===== config.mk =====
export PLATFORM = sky130hd
export DESIGN_NAME = rfq_rx_buffer
export DESIGN_NICKNAME = d
export VERILOG_FILES = /design/src/rtl/rfq_pkg.sv /design/src/rtl/rfq_store.sv /design/src/rtl/rfq_prefetch.sv /design/src/rtl/rfq_ctrl.sv /design/src/rtl/rfq_rx_buffer.sv
export SDC_FILE = /design/constraint.sdc
export NUM_CORES = 1
export LEC_CHECK = 0
export BUFFER_PORTS_ARGS = -buffer_cell sky130_fd_sc_hd__buf_2
export CAP_MARGIN = 25
export CORE_AREA = 2 2 279 281
export CTS_CLUSTER_DIAMETER = 100
export DETAILED_ROUTE_END_ITERATION = 16
export DIE_AREA = 0 0 281 283
export PLACE_DENSITY = 0.52
export SKIP_CTS_REPAIR_TIMING = 1
export SLEW_MARGIN = 20
export SYNTH_ARGS = -nofsm -noshare
export SYNTH_HDL_FRONTEND = slang
export SYNTH_SLANG_ARGS = --single-unit

===== constraint.sdc =====
create_clock -name clk -period 5.1 [get_ports clk]
set_clock_uncertainty 0.2 [all_clocks]
set_input_delay 0.255 -clock clk [delete_from_list [all_inputs] [get_ports clk]]
set_output_delay 0.255 -clock clk [all_outputs]
set_load 0.005 [all_outputs]

===== src/rtl/rfq_pkg.sv =====
package rfq_pkg;

  localparam int BYTE_W    = 8;
  localparam int STATUS_N  = 2;

  typedef enum logic [1:0] {
    RFQ_IDLE = 2'd0,
    RFQ_RX   = 2'd1,
    RFQ_OVF  = 2'd2
  } rfq_state_e;

  // Total bytes occupied by one packet, never less than one.
  function automatic logic [8:0] pkt_total(
    input logic              var_mode,
    input logic              append,
    input logic [BYTE_W-1:0] cfg_len,
    input logic [BYTE_W-1:0] first_byte
  );
    logic [8:0] base;
    logic [8:0] tot;
    base = var_mode ? ({1'b0, first_byte} + 9'd1) : {1'b0, cfg_len};
    tot  = base + (append ? 9'(STATUS_N) : 9'd0);
    if (tot == 9'd0) tot = 9'd1;
    return tot;
  endfunction

endpackage


===== src/rtl/rfq_store.sv =====
module rfq_store #(
  parameter int DEPTH = 64,
  parameter int W     = 8
) (
  input  logic                         clk,
  input  logic                         rst_n,
  input  logic                         push,
  input  logic                         take,
  input  logic                         clr,
  input  logic [W-1:0]                 din,
  output logic [W-1:0]                 head,
  output logic [$clog2(DEPTH+1)-1:0]   cnt
);
  localparam int AW = (DEPTH > 1) ? $clog2(DEPTH) : 1;
  localparam int CW = $clog2(DEPTH+1);

  logic [W-1:0]  mem [DEPTH];
  logic [AW-1:0] wp;
  logic [AW-1:0] rp;

  function automatic logic [AW-1:0] bump(input logic [AW-1:0] p);
    return (p == AW'(DEPTH-1)) ? '0 : p + AW'(1);
  endfunction

  always_ff @(posedge clk) begin
    if (push) mem[wp] <= din;
  end

  always_ff @(posedge clk) begin
    if (!rst_n || clr) begin
      wp  <= '0;
      rp  <= '0;
      cnt <= '0;
    end else begin
      if (push) wp <= bump(wp);
      if (take) rp <= bump(rp);
      cnt <= cnt + CW'(push) - CW'(take);
    end
  end

  assign head = mem[rp];

endmodule


===== src/rtl/rfq_prefetch.sv =====
module rfq_prefetch #(
  parameter int W = 8
) (
  input  logic         clk,
  input  logic         rst_n,
  input  logic         clr,
  input  logic         load,
  input  logic         pop,
  input  logic [W-1:0] din,
  output logic [W-1:0] dout,
  output logic         valid
);
  always_ff @(posedge clk) begin
    if (!rst_n) begin
      valid <= 1'b0;
      dout  <= '0;
    end else if (clr) begin
      valid <= 1'b0;
    end else if (load) begin
      valid <= 1'b1;
      dout  <= din;
    end else if (pop) begin
      valid <= 1'b0;
    end
  end
endmodule


===== src/rtl/rfq_ctrl.sv =====
module rfq_ctrl
  import rfq_pkg::*;
(
  input  logic              clk,
  input  logic              rst_n,
  input  logic              cmd_rx,
  input  logic              cmd_idle,
  input  logic              wr_en,
  input  logic [BYTE_W-1:0] wr_data,
  input  logic              full_all,
  input  logic              pop_ok,
  input  logic              cfg_var_len,
  input  logic              cfg_append,
  input  logic [BYTE_W-1:0] cfg_pkt_len,
  output rfq_state_e        st,
  output logic              push_ok,
  output logic              ovf_evt,
  output logic              busy
);
  logic       live_wr;
  logic       start_evt;
  logic [8:0] rem;
  logic [8:0] rem_nx;

  assign live_wr   = (st == RFQ_RX) && wr_en && !cmd_idle;
  assign ovf_evt   = live_wr && full_all && !pop_ok;
  assign push_ok   = live_wr && !(full_all && !pop_ok);
  assign start_evt = (st == RFQ_IDLE) && cmd_rx && !cmd_idle;

  always_comb begin
    if (!busy) rem_nx = pkt_total(cfg_var_len, cfg_append, cfg_pkt_len, wr_data) - 9'd1;
    else       rem_nx = rem - 9'd1;
  end

  always_ff @(posedge clk) begin
    if (!rst_n) begin
      st <= RFQ_IDLE;
    end else if (cmd_idle) begin
      st <= RFQ_IDLE;
    end else if (start_evt) begin
      st <= RFQ_RX;
    end else if (ovf_evt) begin
      st <= RFQ_OVF;
    end
  end

  always_ff @(posedge clk) begin
    if (!rst_n || cmd_idle || start_evt || ovf_evt) begin
      busy <= 1'b0;
      rem  <= '0;
    end else if (push_ok) begin
      rem  <= rem_nx;
      busy <= (rem_nx != 9'd0);
    end
  end

endmodule


===== src/rtl/rfq_rx_buffer.sv =====
module rfq_rx_buffer
  import rfq_pkg::*;
#(
  parameter int DEPTH = 64
) (
  input  logic        clk,
  input  logic        rst_n,
  input  logic        cmd_rx,
  input  logic        cmd_idle,
  input  logic        cmd_flush,
  input  logic        cfg_append,
  input  logic        cfg_crc_en,
  input  logic        cfg_var_len,
  input  logic [7:0]  cfg_pkt_len,
  input  logic        wr_en,
  input  logic [7:0]  wr_data,
  input  logic        rd_en,
  output logic [7:0]  rd_data,
  output logic        rd_valid,
  output logic [$clog2(DEPTH+2)-1:0] level,
  output logic        overflow,
  output logic        pkt_busy
);
  localparam int CW  = $clog2(DEPTH+1);
  localparam int LW  = $clog2(DEPTH+2);
  localparam int CAP = DEPTH + 1;

  rfq_state_e        st;
  logic              push_ok;
  logic              ovf_evt;
  logic              flush_ok;
  logic              pop_ok;
  logic              move_evt;
  logic              full_all;
  logic [CW-1:0]     s_cnt;
  logic [BYTE_W-1:0] s_head;
  logic              crc_cfg_unused;

  // CRC checking happens upstream; the setting has no effect here.
  assign crc_cfg_unused = cfg_crc_en;

  assign flush_ok = cmd_flush && (st == RFQ_IDLE);
  assign pop_ok   = rd_en && rd_valid && !flush_ok;
  assign move_evt = (s_cnt != '0) && (!rd_valid || pop_ok) && !flush_ok;
  assign level    = LW'(s_cnt) + LW'(rd_valid);
  assign full_all = (level == LW'(CAP));
  assign overflow = (st == RFQ_OVF);

  rfq_ctrl u_ctrl (
    .clk         (clk),
    .rst_n       (rst_n),
    .cmd_rx      (cmd_rx),
    .cmd_idle    (cmd_idle),
    .wr_en       (wr_en),
    .wr_data     (wr_data),
    .full_all    (full_all),
    .pop_ok      (pop_ok),
    .cfg_var_len (cfg_var_len),
    .cfg_append  (cfg_append),
    .cfg_pkt_len (cfg_pkt_len),
    .st          (st),
    .push_ok     (push_ok),
    .ovf_evt     (ovf_evt),
    .busy        (pkt_busy)
  );

  rfq_store #(.DEPTH(DEPTH), .W(BYTE_W)) u_store (
    .clk   (clk),
    .rst_n (rst_n),
    .push  (push_ok),
    .take  (move_evt),
    .clr   (flush_ok),
    .din   (wr_data),
    .head  (s_head),
    .cnt   (s_cnt)
  );

  rfq_prefetch #(.W(BYTE_W)) u_pf (
    .clk   (clk),
    .rst_n (rst_n),
    .clr   (flush_ok),
    .load  (move_evt),
    .pop   (pop_ok),
    .din   (s_head),
    .dout  (rd_data),
    .valid (rd_valid)
  );

endmodule


Yosys cells after proc, flatten, opt, wreduce, memory -nomap -nowiden
Memories as Yosys holds them, arrays and structs flattened. A register that Yosys moved wholly into a read port is not among the register bits.
Cells that the tools add are included.
{"block": "word_totals", "register_bits": 32, "romBits": 0, "latchBits": 0, "ram_bits": 512, "out_inout_bits": 18, "word_cells": 73, "in_bits": 26, "memories": 1}
{"memory": "u_store.mem", "words": 64, "word_bits": 8, "rd": 1, "rd_ports_with_merged_regs": 1, "write_ports": 1, "line_no": "rfq_store.sv:17", "source": "logic [W-1:0] mem [DEPTH];"}
{"block": "classes", "bitwise": 2, "mul": 0, "shifts": 0, "n_addsub": 9, "div": 0, "reduce_logical": 35, "n_lt_le_gt_ge": 0, "muxes": 13, "eq_ne": 5}
{"op": "2-to-1 mux 9 bit", "count": 4}
{"op": "subtractor 9 x 1 -> 9 bit (second input constant)", "count": 2}
{"op": "adder 7 x 1 -> 7 bit", "count": 2}
{"op": "logical AND 1 bit", "count": 13}
{"op": "adder 6 x 1 -> 6 bit (second input constant)", "count": 2}
{"op": "== test 6 bit (second input constant)", "count": 2}
{"op": "2-to-1 mux 6 bit", "count": 2}
{"op": "adder 8 x 1 -> 9 bit (second input constant)", "count": 1}
{"op": "adder 9 bit", "count": 1}
{"op": "zero test 9 bit", "count": 1}
{"op": "nonzero test 9 bit", "count": 1}
{"op": "== test 7 bit (second input constant)", "count": 1}
{"op": "zero test 1 bit", "count": 7}
{"op": "nonzero test 7 bit", "count": 1}
{"op": "subtractor 7 x 1 -> 7 bit", "count": 1}
{"op": "2-to-1 mux 1 bit", "count": 6}
{"op": "logical OR 1 bit", "count": 5}
{"op": "nonzero test 2 bit", "count": 2}
{"op": "OR reduction 2 bit", "count": 2}
{"op": "OR reduction 3 bit", "count": 1}
{"op": "== test 2 x 1 -> 1 bit (second input constant)", "count": 1}
{"op": "== test 2 bit (second input constant)", "count": 1}
{"op": "zero test 2 bit", "count": 1}
{"op": "2-to-1 mux 2 bit", "count": 1}
{"op": "other kinds (2)", "count": 3}

Longest topological paths before layout
{"block": "depth", "depth_word": 10, "ltp_mapped": 19, "depth_no_buf": 17}

Cells and area by module
From an unflattened synthesis, not the netlist that was laid out.
{"block": "unflattened", "cells_unflattened": 1290, "area_unflattened_um2": 23055.9}
{"module": "rfq_store", "instances": 1, "cells_each": 1056, "seq_area_each_um2": 15875.2, "area_each_um2": 21175.3}
{"module": "rfq_ctrl", "instances": 1, "cells_each": 163, "seq_area_each_um2": 240.2, "area_each_um2": 1271.2}
{"module": "rfq_prefetch", "instances": 1, "cells_each": 40, "seq_area_each_um2": 180.2, "area_each_um2": 390.4}
{"module": "rfq_rx_buffer", "instances": 1, "cells_each": 31, "seq_area_each_um2": 0.0, "area_each_um2": 219.0}

Worst setup path before layout
No wires, ideal clock.
{"block": "synth_path", "path_kind": "register to register", "startpoint": "register u_pf.valid", "endpoint": "register u_store.cnt[6]", "t_required_ps": 4778, "arrival_time_ps": 3379, "path_stages_with_launch": 19, "period_less_slack_ps": 3701, "path_buffers": 2, "path_slack_ps": 1399, "path_cell_list": "dfxtp_1 > ha_1 > ha_1 > nand3_1 > xnor2_1 > and3_1 > a21boi_0 > buf_2 > buf_1 > ha_1 > inv_1 > fa_1 > inv_1 > a21oi_1 > o21bai_1 > a21oi_1 > nor2_1 > or3_1 > a21oi_1"}
{"block": "synth_between", "word_cells_on_any_way": 14, "classes_between": "3 x add/sub; 1 x eq/ne; 10 x reduce/logical"}
{"item": "start: declaration", "line_no": "rfq_prefetch.sv:11", "source": "output logic valid"}
{"item": "start signal: assignment", "line_no": "rfq_prefetch.sv:15", "source": "valid <= 1'b0;"}
{"item": "start signal: assignment", "line_no": "rfq_prefetch.sv:18", "source": "valid <= 1'b0;"}
{"item": "start signal: assignment", "line_no": "rfq_prefetch.sv:20", "source": "valid <= 1'b1;"}
{"item": "adder 7 x 1 -> 7 bit", "line_no": "rfq_rx_buffer.sv:45", "source": "assign level = LW'(s_cnt) + LW'(rd_valid);"}
{"item": "via level[6]", "line_no": "rfq_rx_buffer.sv:20", "source": "output logic [$clog2(DEPTH+2)-1:0] level,"}
{"item": "== test 7 bit", "line_no": "rfq_rx_buffer.sv:46", "source": "assign full_all = (level == LW'(CAP));"}
{"item": "logical AND 1 bit", "line_no": "rfq_ctrl.sv:27", "source": "assign push_ok = live_wr && !(full_all && !pop_ok);"}
{"item": "zero test 1 bit", "line_no": "rfq_ctrl.sv:27"}
{"item": "logical AND 1 bit", "line_no": "rfq_ctrl.sv:27"}
{"item": "via push_ok", "line_no": "rfq_rx_buffer.sv:29", "source": "logic push_ok;"}
{"item": "adder 7 x 1 -> 7 bit", "line_no": "rfq_store.sv:37", "source": "cnt <= cnt + CW'(push) - CW'(take);"}
{"item": "subtractor 7 x 1 -> 7 bit", "line_no": "rfq_store.sv:37"}
{"item": "end signal: assignment", "line_no": "rfq_store.sv:37"}
{"item": "end: declaration", "line_no": "rfq_store.sv:12", "source": "output logic [$clog2(DEPTH+1)-1:0] cnt"}
The timed path passes the listed nets, and every way through them passes these cells.
A chain may end at the register's enable or synchronous reset.

Final worst setup path
{"block": "layout_path", "startpoint": "register u_store.cnt[2]", "endpoint": "memory u_store.mem[43][3], enable pin"}
{"block": "layout_between", "elab_chain_cells": 7}
{"item": "adder 7 x 1 -> 7 bit", "line_no": "rfq_rx_buffer.sv:45"}
{"item": "== test 7 bit", "line_no": "rfq_rx_buffer.sv:46"}
{"item": "logical AND 1 bit", "line_no": "rfq_ctrl.sv:27"}
{"item": "zero test 1 bit", "line_no": "rfq_ctrl.sv:27"}
{"item": "logical AND 1 bit", "line_no": "rfq_ctrl.sv:27"}
{"item": "2-to-1 mux 1 bit", "line_no": "rfq_store.sv:26", "source": "if (push) mem[wp] <= din;"}
{"item": "2-to-1 mux 1 bit (implied by the code)", "line_no": "rfq_store.sv:26"}
{"item": "end: declaration", "line_no": "rfq_store.sv:17"}
Every way passes these cells.

==> tab_implementation.tex <==
\begin{tabular}{lr}
\hline
Metric & Value \\
\hline
\multicolumn{2}{l}{\textbf{Outcome}} \\
Run status & complete, no violations \\
\multicolumn{2}{l}{\textbf{Setup path}} \\
Sort of element at the start of the critical path & flop \\
Critical path buffers and inverters & 0 \\
Critical Path Slowest Stage Cell & nor2\_1 \\
CP Depth & 9 \\
Family of cells with the greatest summed delay on the critical path & simple AND/OR/NAND/NOR gates \\
Depth of the worst register-to-register path & 9 \\
Worst Path Class, Setup & reg2reg \\
Largest fanout on the critical path & 8 \\
Endpoint arrival time on the critical path & 4.20 ns \\
Cells along the critical path & ha\_1 > nand3\_1 > xnor2\_1 > nor3b\_1 > and3\_1 > a21boi\_2 > nor2b\_1 > nand3\_1 > nor2\_1 \\
Dominant cell type by count on the critical path & nand3\_1 \\
Largest incremental delay on the critical path & 0.94 ns \\
CP endpoint kind & flop \\
Worst Path Required & $\sim$5 ns \\
\multicolumn{2}{l}{\textbf{Place}} \\
DP HPWL & 35800 microns \\
Number of buffer cells added on primary ports & 42 \\
Post-place setup slack & 0.904 ns \\
Routability congestion estimate & a little under 0.8 \\
\multicolumn{2}{l}{\textbf{Drt}} \\
Remaining DRCs & 0 \\
Number of routed nets with antenna violations & 0 \\
Overall routed net length & 56200 microns \\
Total via count in the routed design & 12200 \\
Routed len/inst & 22.1 microns \\
Count of TritonRoute iterations in the first routing pass & 5 \\
Average vias per placed instance & 4.81 \\
Initial drt markers & around 1000 \\
\multicolumn{2}{l}{\textbf{Global route}} \\
Maximum number of pins on one net before global-route repair & 67 \\
Number of global-route vias before repair & 12300 \\
Number of antenna violations at the first check in global routing & 4 \\
Global Route Usage Sum & 0.142 \\
Grt ovf & 0 \\
Wire length of the first global-routing pass & 82900 microns \\
\multicolumn{2}{l}{\textbf{Synth}} \\
Flop and latch count out of synthesis & about 550 \\
Yosys top cell by area & edfxtp\_1 \\
Post-synthesis net count & 1435 \\
Ys async rst share & 0 \\
Mean Syn Cell Area & around 16 sq um \\
Gate count after technology mapping & 1386 \\
Library cell with the highest instance count after synthesis & edfxtp\_1 \\
Area share of the largest cell type after synthesis & 0.674 \\
Synth area leaders & edfxtp\_1 67\%, mux4\_2 7.1\%, mux2i\_1 5.0\%, dfxtp\_1 3.5\%, nor2\_1 1.9\% \\
Library cells used by synthesis & 58 \\
Commonest register cell after synthesis & edfxtp\_1 \\
EDFF count, synth & 512 \\
Ys Warns & 0 \\
Sequential share of the synthesized area & 0.709 \\
Top cells by instance count after synthesis & 512 x edfxtp\_1, 113 x mux2i\_1, 113 x nor2\_1 \\
Post-synthesis instance area & about 23000 sq um \\
\multicolumn{2}{l}{\textbf{Pwr}} \\
Power consumption & 0.0104 W \\
Net switching fraction of the power & 0.244 \\
Proportion of power drawn by flip-flops and latches & 0.491 \\
Design internal power & 0.00783 W \\
Combinational power share & 0.133 \\
Leak Pwr & 7.94 nW \\
Net switching component of the power & 0.00252 W \\
Largest vdd supply drop & approximately 0.00024 V \\
Cell Pwr Density & 396 nW/um\^{}2 \\
Clk network pwr share & 0.376 \\
\multicolumn{2}{l}{\textbf{Min path}} \\
Hold Path Depth & 1 \\
Kind of path behind the tightest hold check & in2reg \\
\multicolumn{2}{l}{\textbf{Die}} \\
Width of the die & 281 microns \\
Placeable core region & about 77000 sq um \\
Die Area & a little under 80000 sq um \\
Die height & 283 microns \\
Standard-cell rows & 102 \\
Initial core utilization & 0.298 \\
Top Ports & 44 \\
\multicolumn{2}{l}{\textbf{Clock network}} \\
Clock-pin slew of the registers on the worst-case setup and hold paths & 0.06 ns \\
Clock tree from TritonCTS & yes \\
Clock root cell & clkbuf\_16 \\
\# H-tree levels & 2 \\
Skew-Pair Late Insertion Delay & 0.61 ns \\
Buffer levels on the longest clock path & 3 \\
Number of clock sinks & 552 \\
Cts bufs inserted & 56 \\
\multicolumn{2}{l}{\textbf{STA}} \\
Worst Setup Slack, final & 0.928 ns \\
Setup-violating endpoint count in the final report & 0 \\
Max transition margin & 0.364 \\
Final Critical Period & 4.17 ns \\
Final worst path period share & 0.818 \\
Slew at the pin closest to its max-slew limit & 0.953 ns \\
Final Slew Violations & 0 \\
Total negative setup slack & 0 ns \\
Unrepaired setup endpoints after global routing & false \\
Max frequency & 0.240 GHz \\
Final Hold Viols & 0 \\
\multicolumn{2}{l}{\textbf{Finish}} \\
Area growth from synthesis to final layout & 14.6\% \\
Nets & between 1500 and 2000 \\
Share of layout cells above drive strength 1 & 0.190 \\
\multicolumn{2}{l}{\textbf{Job}} \\
MaxCap Viol Count & 0 \\
\hline
\end{tabular}
==> state kept, by name, summed over array words and instances (netlist names) <==
register	cells
u_ctrl.busy	1
u_ctrl.rem	9
u_ctrl.st	2
u_pf.dout	8
u_pf.valid	1
u_store.cnt	7
u_store.mem	512
u_store.rp	6
u_store.wp	6
==> worst paths after layout <==
| kind | startpoint | endpoint | slack, ns |
|---|---|---|---|
| hold / removal | wr_data[7] | u_store.mem[47][7] | 0.09 |
| setup reg to reg | u_store.cnt[2] | u_store.mem[43][3] | 0.93 |
| hold reg to reg | u_ctrl.rem[0] | u_ctrl.rem[0] | 0.29 |
| setup / recovery | u_store.cnt[2] | u_store.mem[43][3] | 0.93 |
==> layout make-up <==
cell class | count | area, sq um
repair buffers | 88 | 588
diodes | 1 | 2.50
well taps | 1040 | 1300
fillers | 7353 | 50500
multi-input cells | 747 | 6310
inverters | 17 | 63.8
clock buffers | 73 | 1490
clock inverters | 29 | 230
flip-flops and latches | 552 | 16200
==> placed cells by master, fill, tap and decap left out, types with 19 or more instances in the layout <==
cell         n
clkbuf_16   56
edfxtp_1   512
mux2_2      34
buf_2       42
a21oi_1     75
nand2_1     68
mux2i_1    113
mux4_2      72
nor2_1     113
ha_1        22
o21ai_0     34
dfxtp_1     37
o22ai_1     34
xnor2_1     19
o221ai_1    32
buf_4       37
==> worst register-to-register path: stages (launching register included) <==
cell and delay (ns):
dfxtp_1 0.49, ha_1 0.24, nand3_1 0.10, xnor2_1 0.22, nor3b_1 0.08, and3_1 0.21, a21boi_2 0.38, nor2b_1 0.30
nand3_1 0.64, nor2_1 0.94
==> metrics by stage <==
stage	instance area, sq um	cells	hold slack [ns]	util
after floorplan	22800	1386	0.154	-
after global routing	26200	2546	0.100	0.341
final	26200	2547	0.0948	0.341
after global placement	24400	2436	0.271	0.318
after CTS	26100	2538	-0.311	0.340
after detailed placement	24400	2436	0.282	0.318
==> power groups by stage <==
stage | Clock, W | Sequential [W] | Combinational (W)
2_1_floorplan | 0 | 0.00512 | 0.00101
3_5_place_dp | 0 | 0.00519 | 0.00140
6_report | 0.00389 | 0.00509 | 0.00138
3_3_place_gp | 0 | 0.00519 | 0.00138
4_1_cts | 0.00398 | 0.00509 | 0.00140
5_1_grt | 0.00414 | 0.00510 | 0.00151
==> per-layer routing <==
layer  GRT usage  up-vias  part of all wire
li1            -     5616                 -
met1       0.194     6260              0.44
met2       0.231      291              0.48
met3      0.0282       71             0.058
met4      0.0336        4             0.019
met5           0        -           0.00052
==> cell families after synthesis <==
| family | Yosys count | synth area share |
|---|---|---|
| adder cells (fa/ha/maj) | 23 | 0.0129 |
| AND/OR/NAND/NOR | 257 | 0.0511 |
| XOR/XNOR | 32 | 0.0123 |
| multiplexers | 222 | 0.140 |
| AO/OA/AOI/OAI | 213 | 0.0595 |
| flip-flops | 552 | 0.709 |
| buffers and inverters | 87 | 0.0154 |
Note: power is estimated with default switching activity, not from simulation.
